$ cat config.mk
export PLATFORM = sky130hd
export DESIGN_NAME = gpio_port_regs
export DESIGN_NICKNAME = d
export VERILOG_FILES = /design/src/rtl/gpio_port_regs.sv
export SDC_FILE = /design/constraint.sdc
export NUM_CORES = 1
export LEC_CHECK = 0
export ABC_AREA = 1
export BUFFER_PORTS_ARGS = -buffer_cell sky130_fd_sc_hd__buf_2
export CORE_AREA = 2 2 155 157
export CTS_CLUSTER_DIAMETER = 100
export CTS_CLUSTER_SIZE = 24
export DETAILED_ROUTE_END_ITERATION = 8
export DIE_AREA = 0 0 157 159
export GPL_TIMING_DRIVEN = 0
export PLACE_DENSITY = 0.66
export SYNTH_ARGS = -nofsm -noshare
export SYNTH_HDL_FRONTEND = slang
export SYNTH_SLANG_ARGS = --single-unit
$ cat constraint.sdc
create_clock -name clk -period 1.7 [get_ports clk]
set_input_delay 0.34 -clock clk [delete_from_list [all_inputs] [get_ports clk]]
set_output_delay 0.34 -clock clk [all_outputs]
set_load 0.01 [all_outputs]
$ cat src/rtl/gpio_port_regs.sv
module gpio_port_regs #(
  parameter logic [31:0] MODE_INIT  = 32'hFFFF_FFFF,
  parameter logic [31:0] SPEED_INIT = 32'h0000_0000,
  parameter logic [31:0] PULL_INIT  = 32'h0000_0000
) (
  input  logic        clk,
  input  logic        rst_n,
  input  logic [5:0]  addr,
  input  logic        wr_en,
  input  logic [31:0] wdata,
  output logic [31:0] rdata,
  input  logic [15:0] pin_in,
  output logic [31:0] mode_o,
  output logic [15:0] otype_o,
  output logic [31:0] pull_o,
  output logic [15:0] odata_o,
  output logic        cfg_changed
);
  logic [31:0] mode_q, speed_q, pull_q, afl_q, afh_q;
  logic [15:0] otype_q, out_q, lock_q, ana_q;
  logic        strobe_q;

  wire aligned = addr[1:0] == 2'b00;
  wire [3:0] idx = addr[5:2];
  wire we = wr_en && aligned;
  wire hits_cfg = we && (idx == 4'd0 || idx == 4'd1 || idx == 4'd3 ||
                         idx == 4'd5 || idx == 4'd6 || idx == 4'd10);

  always_ff @(posedge clk) begin
    if (!rst_n) begin
      mode_q <= MODE_INIT; speed_q <= SPEED_INIT; pull_q <= PULL_INIT;
      afl_q <= '0; afh_q <= '0;
      otype_q <= '0; out_q <= '0; lock_q <= '0; ana_q <= '0;
      strobe_q <= 1'b0;
    end else begin
      strobe_q <= hits_cfg;
      if (we) begin
        case (idx)
          4'd0:  mode_q  <= wdata;
          4'd1:  otype_q <= wdata[15:0];
          4'd2:  speed_q <= wdata;
          4'd3:  pull_q  <= wdata;
          4'd5:  out_q   <= wdata[15:0];
          4'd6:  out_q   <= (out_q & ~wdata[31:16]) | wdata[15:0];
          4'd7:  lock_q  <= wdata[15:0];
          4'd8:  afl_q   <= wdata;
          4'd9:  afh_q   <= wdata;
          4'd10: out_q   <= out_q & ~wdata[15:0];
          4'd11: ana_q   <= wdata[15:0];
          default: ;
        endcase
      end
    end
  end

  always_comb begin
    rdata = '0;
    if (aligned) begin
      case (idx)
        4'd0:  rdata = mode_q;
        4'd1:  rdata = {16'h0, otype_q};
        4'd2:  rdata = speed_q;
        4'd3:  rdata = pull_q;
        4'd4:  rdata = {16'h0, pin_in};
        4'd5:  rdata = {16'h0, out_q};
        4'd7:  rdata = {16'h0, lock_q};
        4'd8:  rdata = afl_q;
        4'd9:  rdata = afh_q;
        4'd11: rdata = {16'h0, ana_q};
        default: rdata = '0;
      endcase
    end
  end

  assign mode_o = mode_q;
  assign otype_o = otype_q;
  assign pull_o = pull_q;
  assign odata_o = out_q;
  assign cfg_changed = strobe_q;


  atomic_set_wins_chk: assert property (@(posedge clk) disable iff (!rst_n)
    (wr_en && addr == 6'h18) |=> ((odata_o & $past(wdata[15:0])) == $past(wdata[15:0])));

  atomic_clear_chk: assert property (@(posedge clk) disable iff (!rst_n)
    (wr_en && addr == 6'h18) |=> ((odata_o & $past(wdata[31:16] & ~wdata[15:0])) == 16'h0));

  clear_only_chk: assert property (@(posedge clk) disable iff (!rst_n)
    (wr_en && addr == 6'h28) |=> ((odata_o & $past(wdata[15:0])) == 16'h0));

  strobe_after_cfg_chk: assert property (@(posedge clk) disable iff (!rst_n)
    (wr_en && (addr == 6'h00 || addr == 6'h14)) |=> cfg_changed);

  strobe_quiet_chk: assert property (@(posedge clk) disable iff (!rst_n)
    !wr_en |=> !cfg_changed);

  unmapped_keeps_out_chk: assert property (@(posedge clk) disable iff (!rst_n)
    (wr_en && addr[1:0] != 2'b00) |=> $stable(odata_o));

  rd_zero_chk: assert property (@(posedge clk) disable iff (!rst_n)
    (addr == 6'h18 || addr == 6'h28) |-> rdata == 32'h0);
endmodule

==> results.sh, run 1 <==
export IMPL_worstSetupEndpointType="primary output"
export IMPL_crit_chain="buf_12, inv_12, nand2_8, nor2_4, buf_6, nand2_1, nand2_1, inv_1, nand3_2, nand2_2, inv_2, buf_6"
export IMPL_chipWidth_microns=157
export IMPL_ys_top_cells_by_area="dfxtp_1 (44%), nand2_1 (13%), nand3_1 (9.7%)"
export IMPL_hold_viol=0
export IMPL_min_period_ns=1.89
export IMPL_drive_gt1_share_pct=29.6
export IMPL_slew_headroom_pct=51.9
export IMPL_grt_pass1_vias=10600
export IMPL_place_area_sq_um=11600
export IMPL_cts_num_sinks=225
export IMPL_grt_antenna_before_repair=1
export IMPL_grt_start_max_net_pins=25
export IMPL_rsz0062_at_grt="yes"
export IMPL_syn_num_nets=1589
export IMPL_area_growth_pct=33.0
export IMPL_nets=1825
export IMPL_placementRows=56
export IMPL_cts_tree="done"
export IMPL_hold_ws_ns=0.150
export IMPL_finish_instance_area_sq_um=13600
export IMPL_timing_fmax_mhz=529
export IMPL_cp_arrival_ns=1.55
export IMPL_track_usage_pct=32.9
export IMPL_violations="setup timing"
export IMPL_antenna_cells=0
export IMPL_vdd_drop_max_mv=0.677
export IMPL_path_delay_family="buffers and inverters"
export IMPL_fillers=2199
export IMPL_critical_path_class="in2out"
export IMPL_synth_most_common_cell="nand2_1"
export IMPL_syn_cell_area_sq_um=10300
export IMPL_firstDrtPassIters=5
export IMPL_ys_ff_latch=225
export IMPL_fin_crit_sh_pct=111
export IMPL_setup_viol=32
export IMPL_ys_warn_count=0
export IMPL_portBuffers=184
export IMPL_cts_buffer_depth=3
export IMPL_crit_slowest_cell="nor2_4"
export IMPL_clkLatencyLatePin_ns=0.49
export IMPL_netlist_area_leader_share_pct=43.9
export IMPL_dp_hpwl_microns=29800
export IMPL_drtIter0Drc=1472
export IMPL_power_mw=9.82
export IMPL_skew_ns=0
export IMPL_wl_microns=43100
export IMPL_final_cells=2087
export IMPL_initial_core_util_pct=44.2
export IMPL_slew_viol_final=0
export IMPL_async_flop_share_pct=0
export IMPL_status="finished, violations left"
export IMPL_startpoint_type="primary input"
export IMPL_placed_cells=2035
export IMPL_synthesis_instances=1532
export IMPL_route_detailed_drc=0
export IMPL_vias_per_cell=5.74
export IMPL_coreArea_sq_um=23200
export IMPL_ios=186
export IMPL_place_ws_ns=-0.780
export IMPL_holdBufCountCts=0
export IMPL_fin_ws_ns=-0.191
export IMPL_numCtsBuffers=13
export IMPL_drv_cap=0
export IMPL_ys_flop_type="dfxtp_1"
export IMPL_gp_congestion=0.943
export IMPL_yosysSeqAreaShare_pct=43.9
export IMPL_yosysUniqueCellTypes=20
export IMPL_fp_dieH_microns=159
export IMPL_cp_required_ns=1.36
export IMPL_crit_fanout=5
export IMPL_clk_pin_slew_ns=0.09
export IMPL_yosys_area_top_type="dfxtp_1"
export IMPL_leakage_nw=6.42
export IMPL_worst_path_buf_inv=6
export IMPL_grt_overflow=0
export IMPL_htreeDepth=1
export IMPL_syn_avg_cell_area_sq_um=6.70
export IMPL_hold_class="in2reg"
export IMPL_wire_per_inst_microns=20.7
export IMPL_worstMarginPinSlew_ns=0.717
export IMPL_vias=12000
export IMPL_dieArea_sq_um=25000
export IMPL_drtAntennaViolNets=0
export IMPL_powerDensity_nw_per_um2=720
export IMPL_slowest_delay_ns=0.20
export IMPL_synth_edf_count=0
export IMPL_grt_first_pass_wirelength_microns=63100
export IMPL_root_buffer="clkbuf_16"
export IMPL_synthTopCellsByCount="nand2_1 (355), nor2_1 (234), dfxtp_1 (225)"
==> stage by stage <==
step | util (%) | setup TNS, ns
after floorplan | - | 0
after global placement | 49.9 | -83.35
after detailed placement | 49.9 | -84.74
after CTS | 56.5 | -3.53
after global routing | 58.8 | -5.72
final | 58.8 | -4.35
==> area by class of cell <==
class	instances	area, sq um	area share [%]
tap	319	399	2.92
sequential	225	4530	33.2
buffer	100	693	5.08
clock buffer	13	325	2.38
multi-input combinational	1129	5870	43.0
clock inverter	2	17.5	0.128
timing repair buffer	222	1480	10.9
inverter	77	333	2.44
==> layout by cell type, fill, tap and decap left out, drive strengths merged <==
cell,synthesis,final
buf,45,265
o21ai,192,192
o211ai,16,16
nor2,242,242
clkinv,16,17
inv,61,61
clkbuf,56,70
clkinvlp,0,1
nor3,3,3
nand3,199,199
dfxtp,225,225
a21oi,113,113
nand2,364,364
==> logic make-up after synthesis <==
| group | count (synthesis) | share of synthesized area [%] |
|---|---|---|
| AND/OR/NAND/NOR | 808 | 32.9 |
| AO/OA/AOI/OAI | 321 | 16.0 |
| flip-flops | 225 | 43.9 |
| buffers and inverters | 178 | 7.13 |
==> routing by layer <==
layer | wire (microns) | part of all wire [%] | GRT usage (%)
met3 | 5220 | 12 | 5.99
met4 | 1390 | 3.2 | 8.92
met2 | 18200 | 42 | 48.3
met5 | 0 | 0 | 0
met1 | 18300 | 42 | 49.3
==> worst register-to-register path, cell delays in order, from the launching register on <==
cell     delay [ns]
dfxtp_4        0.37
buf_4          0.15
inv_1          0.06
o21ai_0        0.07
nand2_1        0.11
nand3_1        0.07
nor2_1         0.10
nor2_1         0.05
==> sequential cells by signal, indices dropped and copies added (netlist names) <==
name,count
cfg_changed,1
mode_o,32
pull_o,32
afh_q,32
otype_o,16
ana_q,16
odata_o,16
speed_q,32
afl_q,32
lock_q,16
==> worst paths after layout <==
path,slack [ns],end,depth (start not counted),from
worst max-delay path,-0.19,rdata[14],12,addr[4]
worst min-delay path,0.15,mode_o[26],3,wdata[26]
worst max register to register,0.64,odata_o[7],7,odata_o[7]
worst min register to register,0.49,afl_q[25],2,afl_q[25]
==> repair_timing <==
item,4_1_cts,5_1_grt
endpoints found under the setup margin,33,46
resized for setup,264,130
pin swaps,48,51
setup buffers,24,6
cloned,7,2
==> where the power goes <==
part	internal [mW]	leakage, nW	switching, mW
registers	5.31	1.82	0.0378
clock network	1.41	0.169	1.87
logic	0.402	4.43	0.791
total	7.12	6.42	2.70
(Power assumes the default switching activity.)
==> inputs of run 2 (changes only) <==
Settings changed: CELL_PAD_IN_SITES_DETAIL_PLACEMENT set to 0, CELL_PAD_IN_SITES_GLOBAL_PLACEMENT set to 1, CORE_AREA 2 2 155 157 to 2 2 166 168, DIE_AREA 0 0 157 159 to 0 0 168 170, PLACE_DENSITY 0.66 to unset, PLACE_DENSITY_LB_ADDON set to 0.1.
==> run 2 against run 1 <==
The flow still finishes with violations (setup timing). Register-to-register slack lost 0.03 ns. Global-route usage shrank 2.4 points. Non-clock buffer count grew 10. Combinational power grew 3%. Sequential power is essentially flat. Count of clock-buffer cells in the layout grew 1. Clock skew is the same. Hold slack lost 0.015 ns.
==> results.sh, run 2 (synthesis results as in run 1) <==
export IMPL_slew_headroom_pct=51.1
export IMPL_vias=11800
export IMPL_worstSetupEndpointType="primary output"
export IMPL_htreeDepth=1
export IMPL_vias_per_cell=5.54
export IMPL_fin_ws_ns=-0.199
export IMPL_rr_startpoint="odata_o[1]"
export IMPL_wire_per_inst_microns=21.3
export IMPL_path_delay_family="buffers and inverters"
export IMPL_wl_microns=45200
export IMPL_dieArea_sq_um=28600
export IMPL_track_usage_pct=30.5
export IMPL_startpoint_type="primary input"
export IMPL_crit_start="addr[4]"
export IMPL_slowest_delay_ns=0.22
export IMPL_fp_dieH_microns=170
export IMPL_drive_gt1_share_pct=30.4
export IMPL_r2r_end="odata_o[1]"
export IMPL_root_buffer="clkbuf_16"
export IMPL_regToRegSetupSlack_ns=0.61
export IMPL_path_depth=12
export IMPL_worst_path_buf_inv=6
export IMPL_cts_tree="done"
export IMPL_grt_start_max_net_pins=25
export IMPL_area_growth_pct=35.1
export IMPL_crit_fanout=5
export IMPL_drtAntennaViolNets=0
export IMPL_antenna_cells=0
export IMPL_final_common_cell="nand2_1"
export IMPL_grt_first_pass_wirelength_microns=65600
export IMPL_cts_num_sinks=225
export IMPL_timing_fmax_mhz=527
export IMPL_chipWidth_microns=168
export IMPL_hold_viol=0
export IMPL_nets=1835
export IMPL_cp_required_ns=1.36
export IMPL_fin_crit_sh_pct=112
export IMPL_cp_arrival_ns=1.56
export IMPL_powerDensity_nw_per_um2=713
export IMPL_dp_hpwl_microns=31800
export IMPL_hold_class="in2reg"
export IMPL_power_mw=9.88
export IMPL_route_detailed_drc=0
export IMPL_final_util_pct=52.0
export IMPL_vdd_drop_max_mv=0.442
export IMPL_critical_path_class="in2out"
export IMPL_ios=186
export IMPL_clk_pin_slew_ns=0.10
export IMPL_firstDrtPassIters=5
export IMPL_violations="setup timing"
export IMPL_holdBufCountCts=0
export IMPL_cts_buffer_depth=3
export IMPL_gp_congestion=0.919
export IMPL_placementRows=60
export IMPL_grt_pass1_vias=10500
export IMPL_coreArea_sq_um=26700
export IMPL_crit_end="rdata[9]"
export IMPL_numCtsBuffers=13
export IMPL_mostFrequentLayoutCells="nand2_1 (275), dfxtp_1 (208), buf_2 (206)"
export IMPL_drtIter0Drc=1448
export IMPL_slew_viol_final=0
export IMPL_rsz0062_at_grt="yes"
export IMPL_leakage_nw=6.60
export IMPL_status="finished, violations left"
export IMPL_skew_ns=0
export IMPL_hold_start="wdata[28]"
export IMPL_initial_core_util_pct=38.5
export IMPL_grt_overflow=0
export IMPL_clkLatencyLatePin_ns=0.49
export IMPL_worstMarginPinSlew_ns=0.729
export IMPL_crit_chain="buf_12, inv_12, nor2_4, buf_6, buf_6, nand3_2, nand2_2, nor2_4, nand3_2, nand2_1, inv_1, buf_2"
export IMPL_crit_slowest_cell="nor2_4"
export IMPL_min_period_ns=1.90
export IMPL_r2r_cells=7
export IMPL_grt_antenna_before_repair=0
export IMPL_drv_cap=0
export IMPL_setup_viol=32
export IMPL_portBuffers=184
==> run 2: through the flow <==
step	worst slack, ns	area (sq um)	std cells	setup TNS, ns	hold slack, ns
after floorplan	0.0136	10300	1532	0	0.453
after global placement	-0.864	11600	2057	-87.76	0.463
after detailed placement	-0.842	11600	2057	-90.85	0.471
after CTS	-0.175	13200	2109	-3.70	0.129
after global routing	-0.261	13900	2121	-6.82	0.152
final	-0.199	13900	2121	-4.96	0.135
==> run 2: worst min path at each step <==
stage,to,slack (ns),cells past startpoint
after floorplan,mode_o[16],0.45,2
after global placement,afl_q[27],0.46,2
after detailed placement,afl_q[19],0.47,2
after CTS,mode_o[28],0.13,3
after global routing,mode_o[28],0.15,3
final,mode_o[28],0.13,3
==> run 2: power by group <==
group	leakage (nW)	switching [mW]	internal, mW	total, mW
combinational	4.60	0.804	0.421	1.23
sequential	1.82	0.0385	5.31	5.35
clock	0.174	1.89	1.42	3.31
==> run 2: cell type report <==
| cell class | count | area (sq um) |
|---|---|---|
| multi-input cells | 1129 | 5920 |
| clock buffers | 14 | 329 |
| clock inverters | 3 | 18.8 |
| repair buffers | 231 | 1580 |
| well taps | 341 | 427 |
| inverters | 77 | 329 |
| fillers | 2713 | 12800 |
| flip-flops and latches | 225 | 4540 |
| plain buffers | 101 | 729 |
==> run 2: what timing repair did <==
action | CTS | global route
setup endpoints to repair | 32 | 95
cloned | 8 | 2
pin swaps | 52 | 72
gates resized for setup | 257 | 159
setup buffers | 27 | 12
==> run 2: layer usage <==
metal | vias up | track usage, % | wire (microns)
li1 | 5503 | - | -
met1 | 5590 | 46.0 | 21100
met2 | 606 | 45.7 | 19100
met3 | 55 | 4.23 | 4100
met4 | 0 | 7.11 | 880
met5 | - | 0 | 0
==> run 2: tightest hold or removal path, stage by stage <==
cell and delay (ns):
buf_2 0.14, nand2_1 0.07, nand3_1 0.06
==> inputs of run 3 (changes only) <==
Settings changed: CORE_AREA 2 2 166 168 to 2 2 188 190, DIE_AREA 0 0 168 170 to 0 0 190 192.
==> run 3 against run 2 <==
The run still ends with setup timing left. Cell area about the same. Die area up 28%. Total power grew 1.0%. Sequential share of layout area increased by 0.11 points. Worst setup slack improved by 0.0079 ns. Combinational power about the same. Cell count is 5.1% higher. Flip-flop and latch count unchanged. Routed wire length increased by 8.0%. Sequential power about the same. Clock power increased by 3%. Maximum frequency increased by 0.42%. Highest routed layer unchanged.
==> results.sh, run 3 (synthesis results as in run 1) <==
export IMPL_firstDrtPassIters=6
export IMPL_grt_pass1_vias=10500
export IMPL_coreArea_sq_um=34300
export IMPL_portBuffers=184
export IMPL_initial_core_util_pct=29.9
export IMPL_numCtsBuffers=13
export IMPL_vias=11600
export IMPL_min_period_ns=1.89
export IMPL_slew_headroom_pct=48.3
export IMPL_cts_num_sinks=225
export IMPL_powerDensity_nw_per_um2=720
export IMPL_multi_input_area_sq_um=5850
export IMPL_hold_class="in2reg"
export IMPL_grt_first_pass_wirelength_microns=70000
export IMPL_hold_viol=0
export IMPL_chipWidth_microns=190
export IMPL_root_buffer="clkbuf_16"
export IMPL_leakage_nw=6.35
export IMPL_drtAntennaViolNets=0
export IMPL_crit_fanout=8
export IMPL_fillers=3732
export IMPL_timing_fmax_mhz=529
export IMPL_ios=186
export IMPL_status="finished, violations left"
export IMPL_cp_required_ns=1.36
export IMPL_clk_pin_slew_ns=0.10
export IMPL_area_growth_pct=35.1
export IMPL_wl_microns=48800
export IMPL_final_seq_area_sq_um=4550
export IMPL_slew_viol_final=0
export IMPL_track_usage_pct=26.0
export IMPL_cp_arrival_ns=1.55
export IMPL_dp_hpwl_microns=35000
export IMPL_holdBufCountCts=0
export IMPL_wire_per_inst_microns=21.9
export IMPL_clkLatencyLatePin_ns=0.49
export IMPL_drive_gt1_share_pct=29.9
export IMPL_mostFrequentLayoutCells="nand2_1 (288), buf_2 (205), nor2_1 (203)"
export IMPL_final_common_cell="nand2_1"
export IMPL_fin_ws_ns=-0.191
export IMPL_route_detailed_drc=0
export IMPL_worstSetupEndpointType="primary output"
export IMPL_grt_overflow=0
export IMPL_dieArea_sq_um=36500
export IMPL_skew_ns=0
export IMPL_gp_congestion=0.861
export IMPL_htreeDepth=1
export IMPL_critical_path_class="in2out"
export IMPL_hold_ws_ns=0.158
export IMPL_startpoint_type="primary input"
export IMPL_grt_start_max_net_pins=25
export IMPL_cts_buffer_depth=3
export IMPL_drv_cap=0
export IMPL_setup_viol=32
export IMPL_cts_tree="done"
export IMPL_grt_antenna_before_repair=1
export IMPL_rsz0062_at_grt="yes"
export IMPL_violations="setup timing"
export IMPL_vdd_drop_max_mv=0.457
export IMPL_worstMarginPinSlew_ns=0.771
export IMPL_fp_dieH_microns=192
export IMPL_fin_crit_sh_pct=111
export IMPL_vias_per_cell=5.18
export IMPL_drtIter0Drc=949
export IMPL_nets=1828
export IMPL_final_util_pct=40.4
export IMPL_placementRows=68
-- run 3: changes by cell type in the layout (fill, tap and decap cells not counted), moves of 6 or more --
| cell | delta |
|---|---|
| inv_1 | -8 |
| nor2_1 | +8 |
| dfxtp_1 | -7 |
| nand3_2 | +6 |
| nand2_2 | -10 |
| nand2_1 | +13 |
| inv_2 | +8 |
| buf_6 | -7 |
| nor2_2 | -10 |
-- run 3: area by class of cell --
| cell class | count | area share, % |
|---|---|---|
| Tap cell | 455 | 4.11 |
| Buffer | 101 | 5.31 |
| Timing Repair Buffer | 224 | 10.5 |
| Multi-Input combinational cell | 1129 | 42.2 |
| Clock buffer | 14 | 2.45 |
| Sequential cell | 225 | 32.8 |
| Antenna cell | 2 | 0.0361 |
| Inverter | 77 | 2.40 |
| Clock inverter | 3 | 0.144 |
-- run 3: what timing repair did --
item | 4_1_cts | 5_1_grt
setup buffers | 27 | 5
cloned | 6 | 2
endpoints found under the setup margin | 48 | 60
pin swaps | 53 | 48
resized for setup | 293 | 111
hold endpoints to repair | 0 | 0
-- run 3: layer usage --
layer  share of wire [%]  track usage, %
met3                 7.2            2.98
met1                  49            40.2
met5                   0               0
met4                 1.8            5.16
met2                  42            38.6
-- run 3: final timing paths --
check,from,endpoint,slack (ns),cells past startpoint
setup / recovery,addr[4],rdata[9],-0.19,12
hold / removal,wdata[27],mode_o[27],0.16,3
setup reg to reg,odata_o[1],odata_o[1],0.62,7
hold reg to reg,afl_q[17],afl_q[17],0.49,2
-- run 3: report_power, final --
group	internal [mW]	switching, mW
Combinational	0.406	0.821
Sequential	5.30	0.0358
Clock	1.46	1.96
-- run 3: through the flow --
step	cells	instance area [sq um]	power, mW	TNS (ns)	setup slack (ns)
floorplan	1532	10300	5.91	0	0.0136
global placement	2171	11800	6.38	-103.73	-0.914
detailed placement	2171	11800	6.38	-105.61	-0.888
CTS	2221	13400	9.99	-4.53	-0.184
global route	2229	13900	10.3	-6.27	-0.233
finish	2230	13900	9.98	-4.78	-0.191
-- run 3: critical path, stage by stage --
cell      delay [ns]
buf_12          0.12
clkinv_8        0.08
nor2_4          0.13
buf_12          0.15
buf_12          0.14
nand3_1         0.10
nand2_2         0.12
nor2_4          0.06
nand3_2         0.06
nand2_2         0.08
inv_2           0.07
buf_6           0.09
